### config.mk
export PLATFORM = sky130hd
export DESIGN_NAME = ppt_pend_tracker
export DESIGN_NICKNAME = d
export VERILOG_FILES = /design/src/rtl/ppt_pkg.sv /design/src/rtl/ppt_line_sampler.sv /design/src/rtl/ppt_sgi_gate.sv /design/src/rtl/ppt_pend_array.sv /design/src/rtl/ppt_pend_tracker.sv
export SDC_FILE = /design/constraint.sdc
export NUM_CORES = 1
export LEC_CHECK = 0
export BUFFER_PORTS_ARGS = -buffer_cell sky130_fd_sc_hd__buf_2
export CORE_MARGIN = 8
export CORE_UTILIZATION = 40
export CTS_BUF_LIST = sky130_fd_sc_hd__clkbuf_8
export DETAILED_ROUTE_END_ITERATION = 8
export PLACE_DENSITY_LB_ADDON = 0.15
export SLEW_MARGIN = 20
export SYNTH_ARGS = -nofsm -noshare
export SYNTH_HDL_FRONTEND = slang
export SYNTH_SLANG_ARGS = --single-unit
### constraint.sdc
create_clock -name clk -period 1.1 [get_ports clk]
set_input_delay 0.22 -clock clk [delete_from_list [all_inputs] [get_ports clk]]
set_output_delay 0.22 -clock clk [all_outputs]
set_load 0.02 [all_outputs]
### src/rtl/ppt_pkg.sv
package ppt_pkg;

   typedef enum logic [1:0] {
      GRP_G0     = 2'd0,
      GRP_G1_SEC = 2'd1,
      GRP_G1_NS  = 2'd2,
      GRP_NONE   = 2'd3
   } ppt_grp_e;

   // Configured group from the group and modifier bits; modifier is
   // meaningless when security is off.
   function automatic ppt_grp_e cfg_group(input logic g, input logic m,
                                          input logic sec_off);
      if (g)
         return GRP_G1_NS;
      else if (m && !sec_off)
         return GRP_G1_SEC;
      else
         return GRP_G0;
   endfunction

endpackage

### src/rtl/ppt_line_sampler.sv
module ppt_line_sampler #(
   parameter int NUM_PERIPH = 16
) (
   input  logic                  clk,
   input  logic                  rst_n,
   input  logic [NUM_PERIPH-1:0] line_i,
   input  logic [NUM_PERIPH-1:0] edge_cfg_i,
   output logic [NUM_PERIPH-1:0] lvl_o,
   output logic [NUM_PERIPH-1:0] rise_o
);

   logic [NUM_PERIPH-1:0] lvl_q;

   always_ff @(posedge clk or negedge rst_n) begin
      if (!rst_n)
         lvl_q <= '0;
      else
         lvl_q <= line_i;
   end

   // only a change from stored 0 to input 1 on an edge line counts
   assign rise_o = line_i & ~lvl_q & edge_cfg_i;
   assign lvl_o  = lvl_q;

endmodule

### src/rtl/ppt_sgi_gate.sv
module ppt_sgi_gate
   import ppt_pkg::*;
#(
   parameter int NUM_SW = 16,
   parameter int ID_W   = 4
) (
   input  logic              req_vld_i,
   input  logic [ID_W-1:0]   req_id_i,
   input  ppt_grp_e          req_grp_i,
   input  logic              req_ns_i,
   input  logic              sec_dis_i,
   input  logic [NUM_SW-1:0] grp_i,
   input  logic [NUM_SW-1:0] grpmod_i,
   input  logic [2*NUM_SW-1:0] nsacc_i,
   output logic [NUM_SW-1:0] hit_o
);

   generate
      for (genvar i = 0; i < NUM_SW; i++) begin : g_id
         ppt_grp_e   cfg_g;
         ppt_grp_e   adj_g;
         logic [1:0] lvl;
         logic       sel;
         logic       acc_ok;

         assign sel   = req_vld_i && (req_id_i == ID_W'(i));
         assign cfg_g = cfg_group(grp_i[i], grpmod_i[i], sec_dis_i);
         assign adj_g = (req_grp_i == GRP_G1_SEC && cfg_g == GRP_G0) ? GRP_G0
                                                                     : req_grp_i;
         assign lvl   = nsacc_i[2*i +: 2];

         always_comb begin
            acc_ok = 1'b1;
            if (req_ns_i && !sec_dis_i) begin
               unique case (cfg_g)
                  GRP_G0:     acc_ok = (lvl >= 2'd1);
                  GRP_G1_SEC: acc_ok = (lvl >= 2'd2);
                  default:    acc_ok = 1'b1;
               endcase
            end
         end

         assign hit_o[i] = sel && (adj_g == cfg_g) && acc_ok;
      end
   endgenerate

endmodule

### src/rtl/ppt_pend_array.sv
module ppt_pend_array #(
   parameter int N = 32
) (
   input  logic         clk,
   input  logic         rst_n,
   input  logic [N-1:0] set_i,
   input  logic [N-1:0] clr_i,
   output logic [N-1:0] pend_o
);

   generate
      for (genvar b = 0; b < N; b++) begin : g_bit
         logic q;
         always_ff @(posedge clk or negedge rst_n) begin
            if (!rst_n)
               q <= 1'b0;
            else if (set_i[b])
               q <= 1'b1;
            else if (clr_i[b])
               q <= 1'b0;
         end
         assign pend_o[b] = q;
      end
   endgenerate

endmodule

### src/rtl/ppt_pend_tracker.sv
module ppt_pend_tracker
   import ppt_pkg::*;
#(
   parameter int NUM_SW     = 16,
   parameter int NUM_PERIPH = 16,
   parameter int ID_W       = (NUM_SW > 1) ? $clog2(NUM_SW) : 1
) (
   input  logic                         clk,
   input  logic                         rst_n,
   input  logic [NUM_PERIPH-1:0]        line_i,
   input  logic [NUM_PERIPH-1:0]        edge_cfg_i,
   input  logic [NUM_SW-1:0]            grp_i,
   input  logic [NUM_SW-1:0]            grpmod_i,
   input  logic [2*NUM_SW-1:0]          nsacc_i,
   input  logic                         sec_dis_i,
   input  logic                         sgi_vld_i,
   input  logic [ID_W-1:0]              sgi_id_i,
   input  logic [1:0]                   sgi_grp_i,
   input  logic                         sgi_ns_i,
   input  logic [NUM_SW+NUM_PERIPH-1:0] set_i,
   input  logic [NUM_SW+NUM_PERIPH-1:0] clr_i,
   output logic [NUM_SW+NUM_PERIPH-1:0] pend_o,
   output logic [NUM_SW+NUM_PERIPH-1:0] eff_pend_o
);

   localparam int NUM_IRQ = NUM_SW + NUM_PERIPH;

   initial begin
      assert (NUM_SW >= 2 && NUM_PERIPH >= 1)
         else $error("ppt_pend_tracker: bank sizes out of range");
      assert ((1 << ID_W) >= NUM_SW)
         else $error("ppt_pend_tracker: ID_W too narrow for NUM_SW");
   end

   logic [NUM_PERIPH-1:0] lvl_q;
   logic [NUM_PERIPH-1:0] rise_hit;
   logic [NUM_SW-1:0]     sgi_hit;
   logic [NUM_IRQ-1:0]    set_all;
   logic [NUM_IRQ-1:0]    lvl_view;

   ppt_line_sampler #(.NUM_PERIPH(NUM_PERIPH)) u_lines (
      .clk        (clk),
      .rst_n      (rst_n),
      .line_i     (line_i),
      .edge_cfg_i (edge_cfg_i),
      .lvl_o      (lvl_q),
      .rise_o     (rise_hit)
   );

   ppt_sgi_gate #(.NUM_SW(NUM_SW), .ID_W(ID_W)) u_gate (
      .req_vld_i  (sgi_vld_i),
      .req_id_i   (sgi_id_i),
      .req_grp_i  (ppt_grp_e'(sgi_grp_i)),
      .req_ns_i   (sgi_ns_i),
      .sec_dis_i  (sec_dis_i),
      .grp_i      (grp_i),
      .grpmod_i   (grpmod_i),
      .nsacc_i    (nsacc_i),
      .hit_o      (sgi_hit)
   );

   // every set source beats a clear on the same bit
   assign set_all = set_i | {rise_hit, sgi_hit};

   ppt_pend_array #(.N(NUM_IRQ)) u_latch (
      .clk    (clk),
      .rst_n  (rst_n),
      .set_i  (set_all),
      .clr_i  (clr_i),
      .pend_o (pend_o)
   );

   assign lvl_view   = {lvl_q & ~edge_cfg_i, {NUM_SW{1'b0}}};
   assign eff_pend_o = pend_o | lvl_view;

endmodule

Word-level counts from Yosys, hierarchy flattened. Index checks and enable logic that the tools add are counted.

Register bits after elaboration: 48. Input port bits: 171. Output and inout bits: 64. Word-level logic and storage cells: 395.

Magnitude comparators: 32. Equality and inequality tests: 48. Muxes and demuxes: 144. Bitwise operators: 7. Reductions and logical operators: 131.

Operators with widths (number): two-way mux 1 bit (96); logical AND 1 bit (81); two-way mux 2 bit (32); OR 32 bit (2); nonzero test 2 bit (32); bitwise AND 16 bit (3); == test 2 x 1 -> 1 bit (second input constant) (17); == test 2 bit (16); == test 4 bit (second input constant) (8); >= comparator 2 x 1 -> 1 bit (second input constant) (16); >= comparator 2 bit (second input constant) (16); logical NOT 2 bit (16); NOT 16 bit (2); case mux 1 bit (2 select lines) (16); == test 4 x 3 -> 1 bit (second input constant) (4); == test 4 x 2 -> 1 bit (second input constant) (2); == test 4 x 1 -> 1 bit (second input constant) (1); logical NOT 4 bit (1); logical NOT 1 bit (1).

Logic depth before layout (Yosys ltp). Gate-level depths: netlist of the first run.

Depth in word-level cells: 12. Gate-level depth with buffers: 5. Mapped depth without buffers: 3.

Modules after synthesis. Synthesis of the first run repeated with hierarchy kept, for this count alone.

Cells, all modules: 341. Area, all modules: 3116.7 um2.

Modules (own cells, without submodules): ppt_pend_array (times used 1, cells an instance 128, area an instance 1401.3 um2, sequential area each 800.8 um2); ppt_sgi_gate (times used 1, cells an instance 101, area an instance 674.4 um2, sequential area each 0.0 um2); ppt_line_sampler (times used 1, cells an instance 32, area an instance 540.5 um2, sequential area each 400.4 um2); ppt_pend_tracker (times used 1, cells an instance 80, area an instance 500.5 um2, sequential area each 0.0 um2).

Worst setup path after synthesis of the first run. No wires, ideal clock.

Path type: in2reg. From: input port sgi_grp_i[1]. To: register u_latch.g_bit[0].q. Library setup time: 0.110 ns. Arrival: 1.044 ns. Data required time: 0.990 ns. Setup slack: -0.054 ns. Stages on the path: 5. Buffers on the path: 2. Cell sequence: buf_2 -> and2b_4 -> buf_6 -> a22oi_2 -> o41ai_1.

Longest elaborated chain between the ends: 8. Elaborated cells between the ends (all ways): 9. Those cells by class: 2 x eq/ne; 2 x mux; 1 x bitwise; 4 x reduce/logical.

RTL lines: from (decl) (line ppt_pend_tracker.sv:18) `input logic [1:0] sgi_grp_i,`; == test 2 x 1 -> 1 bit (line ppt_sgi_gate.sv:28) `assign adj_g = (req_grp_i == GRP_G1_SEC && cfg_g == GRP_G0) ? GRP_G0`; logical AND 1 bit (line ppt_sgi_gate.sv:28); two-way mux 2 bit * (line ppt_sgi_gate.sv:28); == test 2 bit * (line ppt_sgi_gate.sv:43) `assign hit_o[i] = sel && (adj_g == cfg_g) && acc_ok;`; logical AND 1 bit * (2 in a row) (line ppt_sgi_gate.sv:43); OR 32 bit * (line ppt_pend_tracker.sv:63) `assign set_all = set_i | {rise_hit, sgi_hit};`; two-way mux 1 bit / nonzero test 2 bit (equally long branches); to (signal assigned) (line ppt_pend_array.sv:16) `q <= 1'b0;`; to (signal assigned) (line ppt_pend_array.sv:18) `q <= 1'b1;`; to (signal assigned) (line ppt_pend_array.sv:20) `q <= 1'b0;`; to (decl) (line ppt_pend_array.sv:13) `logic q;`.

Every way passes the cells marked *; elsewhere a longest branch is shown, timed or not. A chain may end at the register's enable or synchronous reset.

Final worst setup path of the first run.
From: register u_latch.g_bit[17].q. To: output port eff_pend_o[17].

Longest elaborated chain between the ends: 1.

RTL lines: from (decl) (line ppt_pend_array.sv:13); from (signal assigned) (line ppt_pend_array.sv:16); from (signal assigned) (line ppt_pend_array.sv:18); from (signal assigned) (line ppt_pend_array.sv:20); OR 32 bit (line ppt_pend_tracker.sv:74) `assign eff_pend_o = pend_o | lvl_view;`; to (decl) (line ppt_pend_tracker.sv:23) `output logic [NUM_SW+NUM_PERIPH-1:0] eff_pend_o`.

No other way between the ends.

==> results of run 1 <==
==> path summary, 6_finish.rpt <==
kind / from / slack, ns / to / depth (start not counted)
hold / removal: line_i[13] / 0.04 / u_lines.lvl_o[13] / 1
setup reg to reg: u_latch.g_bit[4].q / 0.16 / u_latch.g_bit[4].q / 3
setup / recovery: u_latch.g_bit[17].q / -0.14 / eff_pend_o[17] / 2
hold reg to reg: u_lines.lvl_o[10] / 0.47 / u_latch.g_bit[26].q / 1
min in group asynchronous: rst_n / 0.44 / u_latch.g_bit[22].q / 3
max in group asynchronous: rst_n / 0.28 / u_latch.g_bit[2].q / 3
==> per-layer routing <==
layer	track usage (%)	share of wire (%)
met5	0	0
met1	20.8	36
met3	7.49	11
met2	38.0	52
met4	5.87	1.4
==> sequential cells by signal (all words and copies together), names as in the netlist <==
| register | cells |
|---|---|
| u_latch.g_bit.q | 32 |
| u_lines.lvl_o | 16 |
==> through the flow <==
step | instances | hold WS [ns] | cell area, sq um | setup slack (ns)
2_1_floorplan | 336 | -0.0756 | 2980 | 0.0000234
3_3_place_gp | 629 | 0.195 | 3980 | -0.212
3_5_place_dp | 629 | 0.207 | 3980 | -0.256
4_1_cts | 650 | 0.0318 | 4530 | -0.155
5_1_grt | 654 | 0.0217 | 4670 | -0.178
6_report | 654 | 0.0376 | 4670 | -0.143
==> cell type report <==
class                           count  area share, %
Clock inverter                      3          0.830
Tap cell                           99           2.65
Sequential cell                    48           25.8
Multi-Input combinational cell    170           24.2
Timing Repair Buffer              265           40.0
Clock buffer                        5           1.47
Inverter                           64           5.14
==> layout by cell type (no fill, tap or decap), drive strengths merged, types with 3 or more instances in the layout <==
cell type	netlist	final
a21o	16	16
or3b	16	16
a22oi	15	15
o41ai	16	16
buf	54	264
nor2	15	15
a2111oi	16	16
o21ai	16	16
clkbuf	0	5
nand2b	3	3
a21oi	32	32
nand2	17	17
inv	64	65
nand3b	3	3
dfrtp	48	48
==> power by group <==
part	internal [uW]	leakage (uW)	total, uW	switching [uW]
combinational	789	0.00190	1490	703
sequential	1880	0.000524	1990	107
clock	666	0.0000593	1260	593
==> critical path, stage by stage, from the launching register on <==
cell and delay, ns:
dfrtp_1 0.41, a21o_1 0.19, buf_6 0.13
==> cells by family (layout without fill, tap and decap cells) <==
group / Yosys count / in the layout / synth area share [%]
compound gates: 112 / 112 / 26.4
flops: 48 / 48 / 40.5
buf+inv: 118 / 337 / 21.6
simple gates: 58 / 58 / 11.6
==> timing repair <==
action                                 4_1_cts  5_1_grt
buffers inserted                            12        4
setup endpoints to repair                   46       67
hold buffers                                 1        0
gates resized for setup                    110       36
endpoints found under the hold margin       48        0
==> metrics, run 1 <==
status=finished, violations left; failing checks=negative setup slack; critical path class=register to output pin; syn_nets=about 500; clk_lat worst skew=around 0.30 ns; period utilization=113%; WL/cell=17.7 microns; TritonCTS buffer count=5; WP data arrival=1.02 ns; initial antenna violation count=0; DRC viols=0; maximum clock frequency=805 MHz; die span in y=approximately 100 microns; final core occ=between 60% and 70%; Max Slew Vio Count=0; Critical Path RT=around 0.9 ns; register area share after synthesis=40.5%; gpl congestion=0.829; synth top area cells=dfrtp_1 40%, buf_4 13%, inv_1 8.1%; Setup WS post-layout=-0.143 ns; Top FF cell, synth=dfrtp_1; die span in x=between 100 and 150 microns; EDFF count, synth=0; layout cell share with drive strength beyond 1=50.5%; final wirelength=around 12000 microns; P_leak=0.00248 uW; crit path time final=roughly 1.2 ns; fill count=around 610; final setup fails=54; setup TNS=-3.01 ns; root buf cell=clkbuf_8; DR vias/cell=around 5.0; CTS tree=built; Antenna diodes=0; layout net count=725; Post-Syn Area per Cell=8.83 sq um; initial drt markers=about 100; Synth cell types=26; share of the synthesized area in the top cell type=40.5%; most frequent cell after synthesis=inv_1; Yosys warning total=0; Starting Density=41.1%; ys async rst share=100%; Yosys reg bits=between 40 and 50; Crit Path Max Fanout=2; Syn-to-layout area delta=57.5%; Slew Limit Headroom=between 60% and 70%; Critical Path End Type=output pin; first-pass GRT wire length=16600 microns; CTS max path bufs=2; via count=~3.2k; GRT Total Usage=between 20 and 25%; Multi-input gate area=about 1100 sq um; mapped cell area=roughly 3000 sq um; Startpoint Class=register; synth cell count leaders=64 x inv_1, 50 x buf_4, 48 x dfrtp_1; worst vdd ir=around 0.00049 V; RSZ-0062 raised after global routing=true; biggest area consumer among synthesized cells=dfrtp_1; Max-Cap Viols=0; core box area=roughly 7200 sq um; DP HPWL=a little over 9000 microns; vias in the first global route=~3.5k; post-route ant nets=0; total grt overflow=0; 1st-pass router iterations=4; Reg clk slew, reported paths=around 0.090 ns; IO Pins=approximately 240; worst min path class=primary input to register; CTS H-tree depth=2; Die ar.=approximately 10000 sq um; skew final=0.00550 ns; Rows=31; Port-buffer cells=roughly 230; pin count of the biggest net entering global routing=32; Mapped Cells=~340; power per cell area=roughly 1000 nW/um^2; final hold violation count=0; clock sink count=between 40 and 50; worst slew pin tran=about 0.45 ns; Sequential Area=roughly 1200 sq um; post-layout power=about 4700 uW
No activity file was read; power rests on OpenSTA's default activity.
==> run 2: changes to the inputs <==
--- a/config.mk
+++ b/config.mk
@@ -5,10 +5,11 @@
 export SDC_FILE = /design/constraint.sdc
 export NUM_CORES = 1
 export LEC_CHECK = 0
+export ABC_AREA = 1
 export BUFFER_PORTS_ARGS = -buffer_cell sky130_fd_sc_hd__buf_2
 export CORE_MARGIN = 8
 export CORE_UTILIZATION = 40
-export CTS_BUF_LIST = sky130_fd_sc_hd__clkbuf_8
+export CTS_BUF_LIST = sky130_fd_sc_hd__clkbuf_4 sky130_fd_sc_hd__clkbuf_8 sky130_fd_sc_hd__clkbuf_16
 export DETAILED_ROUTE_END_ITERATION = 8
 export PLACE_DENSITY_LB_ADDON = 0.15
 export SLEW_MARGIN = 20
==> constraint.sdc (replaced) <==
create_clock -name clk -period 1.1 [get_ports clk]
set_input_delay 0.11 -clock clk [delete_from_list [all_inputs] [get_ports clk]]
set_output_delay 0.11 -clock clk [all_outputs]
set_load 0.02 [all_outputs]
==> metrics, run 2 <==
final hold violation count=0; initial antenna violation count=0; Hold Path Depth=3; most common cell after layout, fill and taps aside=buf_2; first-pass GRT wire length=~18000 microns; Top FF cell, synth=dfrtp_1; CTS tree=built; worst r2r src=u_latch.g_bit[13].q; CTS H-tree depth=2; Die ar.=~11000 sq um; reg2reg end=u_latch.g_bit[13].q; WL/cell=~14 microns; CP Buf/Inv Count=2; most frequent cell after synthesis=nand2_1; Synth Area in Simple Gates=35.9%; die span in x=around 100 microns; R2R cell count=2; final core occ=62.5%; 1st-pass router iterations=4; RSZ-0062 raised after global routing=true; die span in y=around 100 microns; final std cells w/o fill=~800; max incr delay on CP=0.35 ns; layout cell share with drive strength beyond 1=between 40% and 50%; total grt overflow=0; final wirelength=11300 microns; Port-buffer cells=between 200 and 250; Critical Path End Type=output pin; Yosys warning total=0; IO Pins=~240; post-synthesis adder-cell area fraction=0%; Yosys reg bits=between 40 and 50; worst min path class=primary input to register; clock sink count=between 40 and 50; final setup fails=0; CP max-delay cell=dfrtp_1; ys async rst share=100%; period utilization=between 90% and 100%; Post-Syn Area per Cell=~6.7 sq um; Synth Area in XOR/XNOR=0%; via count=between 3k and 4k; vias in the first global route=3822; root buf cell=clkbuf_8; EDFF count, synth=0; register area share after synthesis=38.7%; crit path time final=between 1 and 1.5 ns; mapped cell area=around 3100 sq um; WP data arrival=between 0.9 and 1 ns; maximum clock frequency=between 900 and 1000 MHz; Startpoint Class=register; status=complete, no violations; setup TNS=0 ns; largest family of logic cells by synthesized area=simple AND/OR/NAND/NOR gates; area post-placement=between 4000 and 5000 sq um; DP Cell Count=750; synth cell count leaders=118 x nand2_1, 78 x nor2_1, 69 x nand3_1; syn_nets=about 630; worst slew pin tran=around 0.33 ns; final instance area=~4800 sq um; TritonCTS buffer count=5; crit path from=u_lines.lvl_o[0]; skew final=0.00361 ns; Synth cell types=14; DRC viols=0; Starting Density=between 40% and 50%; DR vias/cell=between 4 and 5; Max Slew Vio Count=0; Mapped Cells=about 460; CP cell instances=inv_2, o21ai_2, buf_6; multiplexer area fraction after synthesis=0%; initial drt markers=~120; critical path class=register to output pin; Slew Limit Headroom=a little under 80%; biggest area consumer among synthesized cells=dfrtp_1; Reg with most FFs=u_latch.g_bit.q; share of the synthesized area in the top cell type=between 30% and 40%; layout net count=871; Reg clk slew, reported paths=approximately 0.09 ns; Crit Path Max Fanout=2; Antenna diodes=0; post-layout power=around 4700 uW; Max-Cap Viols=0; worst setup path endpoint=eff_pend_o[16]; max reg flops=32; core box area=~7600 sq um; DP HPWL=around 9000 microns; Critical Path RT=about 0.99 ns; post-route ant nets=0; gpl congestion=around 0.81; pin count of the biggest net entering global routing=between 40 and 50; complex-gate fraction of the synthesized area=under 10%; CP top delay family=flip-flops; CTS max path bufs=2; GRT Total Usage=roughly a fifth; most frequent cells in the layout=218 x buf_2, 118 x nand2_1, 78 x nor2_1; clk_lat worst skew=slightly below 0.3 ns; Rows=32; Syn-to-layout area delta=53.1%; P_leak=~0.0026 uW; reg2reg setup slack=between 0.1 and 0.15 ns; synth top area cells=dfrtp_1 39%, nand2_1 14%, buf_4 12%; instance count on the critical path=3; worst vdd ir=just over 0.0005 V; power per cell area=slightly below 1000 nW/um^2
==> run 2: cell type report <==
type | count | area (sq um)
fill | 704 | 2850
clock buffer | 6 | 82.6
multi-input combinational | 301 | 1310
clock inverter | 2 | 38.8
sequential | 48 | 1200
tap | 102 | 128
timing repair buffer | 287 | 1780
inverter | 57 | 216
==> run 2: how the worst min path moves through the flow <==
stage | startpoint | end | slack [ns]
2_1_floorplan | rst_n | u_latch.g_bit[0].q | -0.19
3_3_place_gp | rst_n | u_lines.lvl_o[14] | 0.12
3_5_place_dp | rst_n | u_lines.lvl_o[5] | 0.12
4_1_cts | set_i[31] | u_latch.g_bit[31].q | 0.001
5_1_grt | set_i[29] | u_latch.g_bit[29].q | 0.01
6_report | set_i[5] | u_latch.g_bit[5].q | 0.02
==> run 2: power breakdown <==
group / switching [uW] / leakage [uW] / internal, uW / total (uW)
clock network: 605 / 0.0000614 / 744 / 1350
registers: 69.3 / 0.000525 / 1880 / 1950
logic: 775 / 0.00202 / 659 / 1430
==> run 2: per-layer routing <==
metal  share of wire, %  vias to the layer above  global-route usage [%]
li1                   -                     1860                       -
met1                 41                     1603                    21.4
met2                 51                      156                    36.4
met3                6.6                       12                    5.64
met4                1.4                        0                    4.76
met5                  0                        -                       0
==> run 2: worst register-to-register path, cell delays in order, from the launching register on <==
cell and delay [ns]:
dfrtp_1 0.45, a21oi_1 0.34, nand2_1 0.09
==> run 2: cells by family (layout without fill, tap and decap cells) <==
logic type             Yosys count  in the layout
AOI/OAI and AO/OA               32             32
and+or+nand+nor                269            269
DFF                             48             48
buffers and inverters          113            352
==> run 2: metrics by stage <==
stage,setup WS [ns],hold WS (ns)
2_1_floorplan,0.173,-0.186
6_report,0.00622,0.0187
3_3_place_gp,0.0789,0.118
5_1_grt,-0.0569,0.0133
3_5_place_dp,0.102,0.118
4_1_cts,-0.000874,0.00118
==> run 2: what timing repair did <==
action | CTS | global route
hold buffers | 41 | 0
resized for setup | 14 | 51
pin swaps | 0 | 3
setup endpoints to repair | 10 | 16
buffers inserted | 1 | 3
endpoints found under the hold margin | 88 | 0
gates cloned | 0 | 0
==> run 3: changes to the inputs <==
--- a/config.mk
+++ b/config.mk
@@ -7,6 +7,7 @@
 export LEC_CHECK = 0
 export ABC_AREA = 1
 export BUFFER_PORTS_ARGS = -buffer_cell sky130_fd_sc_hd__buf_2
+export CAP_MARGIN = 20
 export CORE_MARGIN = 8
 export CORE_UTILIZATION = 40
 export CTS_BUF_LIST = sky130_fd_sc_hd__clkbuf_4 sky130_fd_sc_hd__clkbuf_8 sky130_fd_sc_hd__clkbuf_16
==> constraint.sdc (replaced) <==
create_clock -name clk -period 1.2 [get_ports clk]
set_input_delay 0.12 -clock clk [delete_from_list [all_inputs] [get_ports clk]]
set_output_delay 0.12 -clock clk [all_outputs]
set_load 0.02 [all_outputs]
==> metrics, run 3 (synthesized netlist as in run 2, its figures left out) <==
status=complete, no violations; period utilization=94.2%; via count=between 3k and 4k; Crit Path Max Fanout=2; CP max-delay cell=dfrtp_1; Starting Density=roughly two fifths; final setup fails=0; initial drt markers=~70; initial antenna violation count=0; max incr delay on CP=0.33 ns; most frequent cells in the layout=230 x buf_2, 118 x nand2_1, 78 x nor2_1; Power Internal=2920 uW; DP HPWL=between 8000 and 9000 microns; power per cell area=roughly 950 nW/um^2; setup TNS=0 ns; Port-buffer cells=234; post-route ant nets=0; P_leak=0.00249 uW; final hold violation count=0; GRT Total Usage=about 20%; Logic pwr share=between 20% and 30%; die span in x=about 100 microns; TritonCTS buffer count=5; final wirelength=roughly 11000 microns; clock share of power=29.4%; Syn-to-layout area delta=42.9%; CTS H-tree depth=2; crit path time final=about 1.1 ns; DRC viols=0; IO Pins=235; WL/cell=between 10 and 15 microns; switching pwr=approximately 1300 uW; worst vdd ir=0.000475 V; Max-Cap Viols=0; first-pass GRT wire length=17600 microns; fill count=739; final std cells w/o fill=a little under 800; max reg flops=32; die span in y=104 microns; RSZ-0062 raised after global routing=false; Flop pwr share=42.2%; CTS max path bufs=2; DR vias/cell=around 4.6; pin count of the biggest net entering global routing=between 40 and 50; core box area=7610 sq um; WP data arrival=1.01 ns; vias in the first global route=between 3k and 4k; final core occ=58.3%; Slew Limit Headroom=~74%; layout net count=847; CTS tree=built; total grt overflow=0; layout cell share with drive strength beyond 1=between 30 and 40%; worst slew pin tran=slightly below 0.4 ns; maximum clock frequency=885 MHz; Antenna diodes=0; clk_lat worst skew=0.29 ns; root buf cell=clkbuf_8; CP top delay family=flip-flops; worst min path class=primary input to register; 1st-pass router iterations=4; Reg clk slew, reported paths=roughly 0.10 ns; DP Cell Count=~750; Max Slew Vio Count=0; Rows=32; critical path class=register to output pin; most common cell after layout, fill and taps aside=buf_2; switching portion of total power=between 30% and 40%; skew final=approximately 0.0052 ns; Hold Slack=between 0.007 and 0.008 ns; Die ar.=~11000 sq um; Startpoint Class=register; CP Buf/Inv Count=2; clock sink count=48; Critical Path End Type=output pin; CP cell instances=inv_1, o21ai_0, buf_2; Critical Path RT=roughly 1.1 ns; Reg with most FFs=u_latch.g_bit.q; gpl congestion=approximately 0.85
==> run 3: cell types whose count changed in the layout (fill, tap and decap cells not counted), sizes merged <==
cell,delta
buf,-7
dlygate4sd3,-17
==> run 3: tightest hold or removal path, delay by kind of cell <==
| kind | cells | cell delay (ns) |
|---|---|---|
| buffers and inverters | 1 | 0.07 |
| AND/OR/NAND/NOR | 1 | 0.05 |
| AO/OA/AOI/OAI | 1 | 0.03 |
==> run 3: cell type report <==
class	count	area, sq um	area share [%]
Timing Repair Buffer	263	1500	33.7
Multi-Input combinational cell	301	1270	28.7
Sequential cell	48	1200	27.1
Inverter	57	216	4.88
Tap cell	102	128	2.88
Clock buffer	6	82.6	1.86
Clock inverter	2	38.8	0.874
==> run 3: layer usage <==
layer | up-vias | track usage [%] | wire [microns]
met2 | 167 | 34.6 | 5360
li1 | 1807 | - | -
met1 | 1556 | 21.6 | 4510
met4 | 0 | 5.58 | 218
met5 | - | 0 | 0
met3 | 18 | 6.75 | 870
==> run 3: timing repair <==
action / 4_1_cts / 5_1_grt
setup endpoints to repair: 0 / 7
gates resized for setup: 0 / 9
hold buffers: 24 / 0
buffers inserted: 0 / 0
hold endpoints to repair: 71 / 0
==> run 3: power groups by stage <==
stage	clock, uW	combinational [uW]	sequential, uW
CTS	1290	1190	1780
global placement	0	1110	1810
detailed placement	0	1130	1810
finish	1240	1190	1780
global route	1340	1330	1790
floorplan	0	700	1800
==> run 3: final timing paths <==
check / from / endpoint / slack (ns) / depth (start not counted)
min in group asynchronous: rst_n / u_latch.g_bit[23].q / 0.36 / 3
setup / recovery: u_lines.lvl_o[11] / eff_pend_o[27] / 0.07 / 3
max in group asynchronous: rst_n / u_latch.g_bit[9].q / 0.62 / 3
hold / removal: set_i[1] / u_latch.g_bit[1].q / 0.008 / 3
hold reg to reg: u_lines.lvl_o[4] / u_latch.g_bit[20].q / 0.50 / 3
setup reg to reg: u_latch.g_bit[13].q / u_latch.g_bit[13].q / 0.20 / 2
==> run 3: metrics by stage <==
step / power, uW / setup WS (ns) / instance area (sq um)
5_1_grt: 4460 / 0.00215 / 4440
3_5_place_dp: 2940 / 0.189 / 4070
6_report: 4210 / 0.0698 / 4440
3_3_place_gp: 2920 / 0.213 / 4070
4_1_cts: 4260 / 0.0117 / 4430
2_1_floorplan: 2500 / 0.263 / 3100
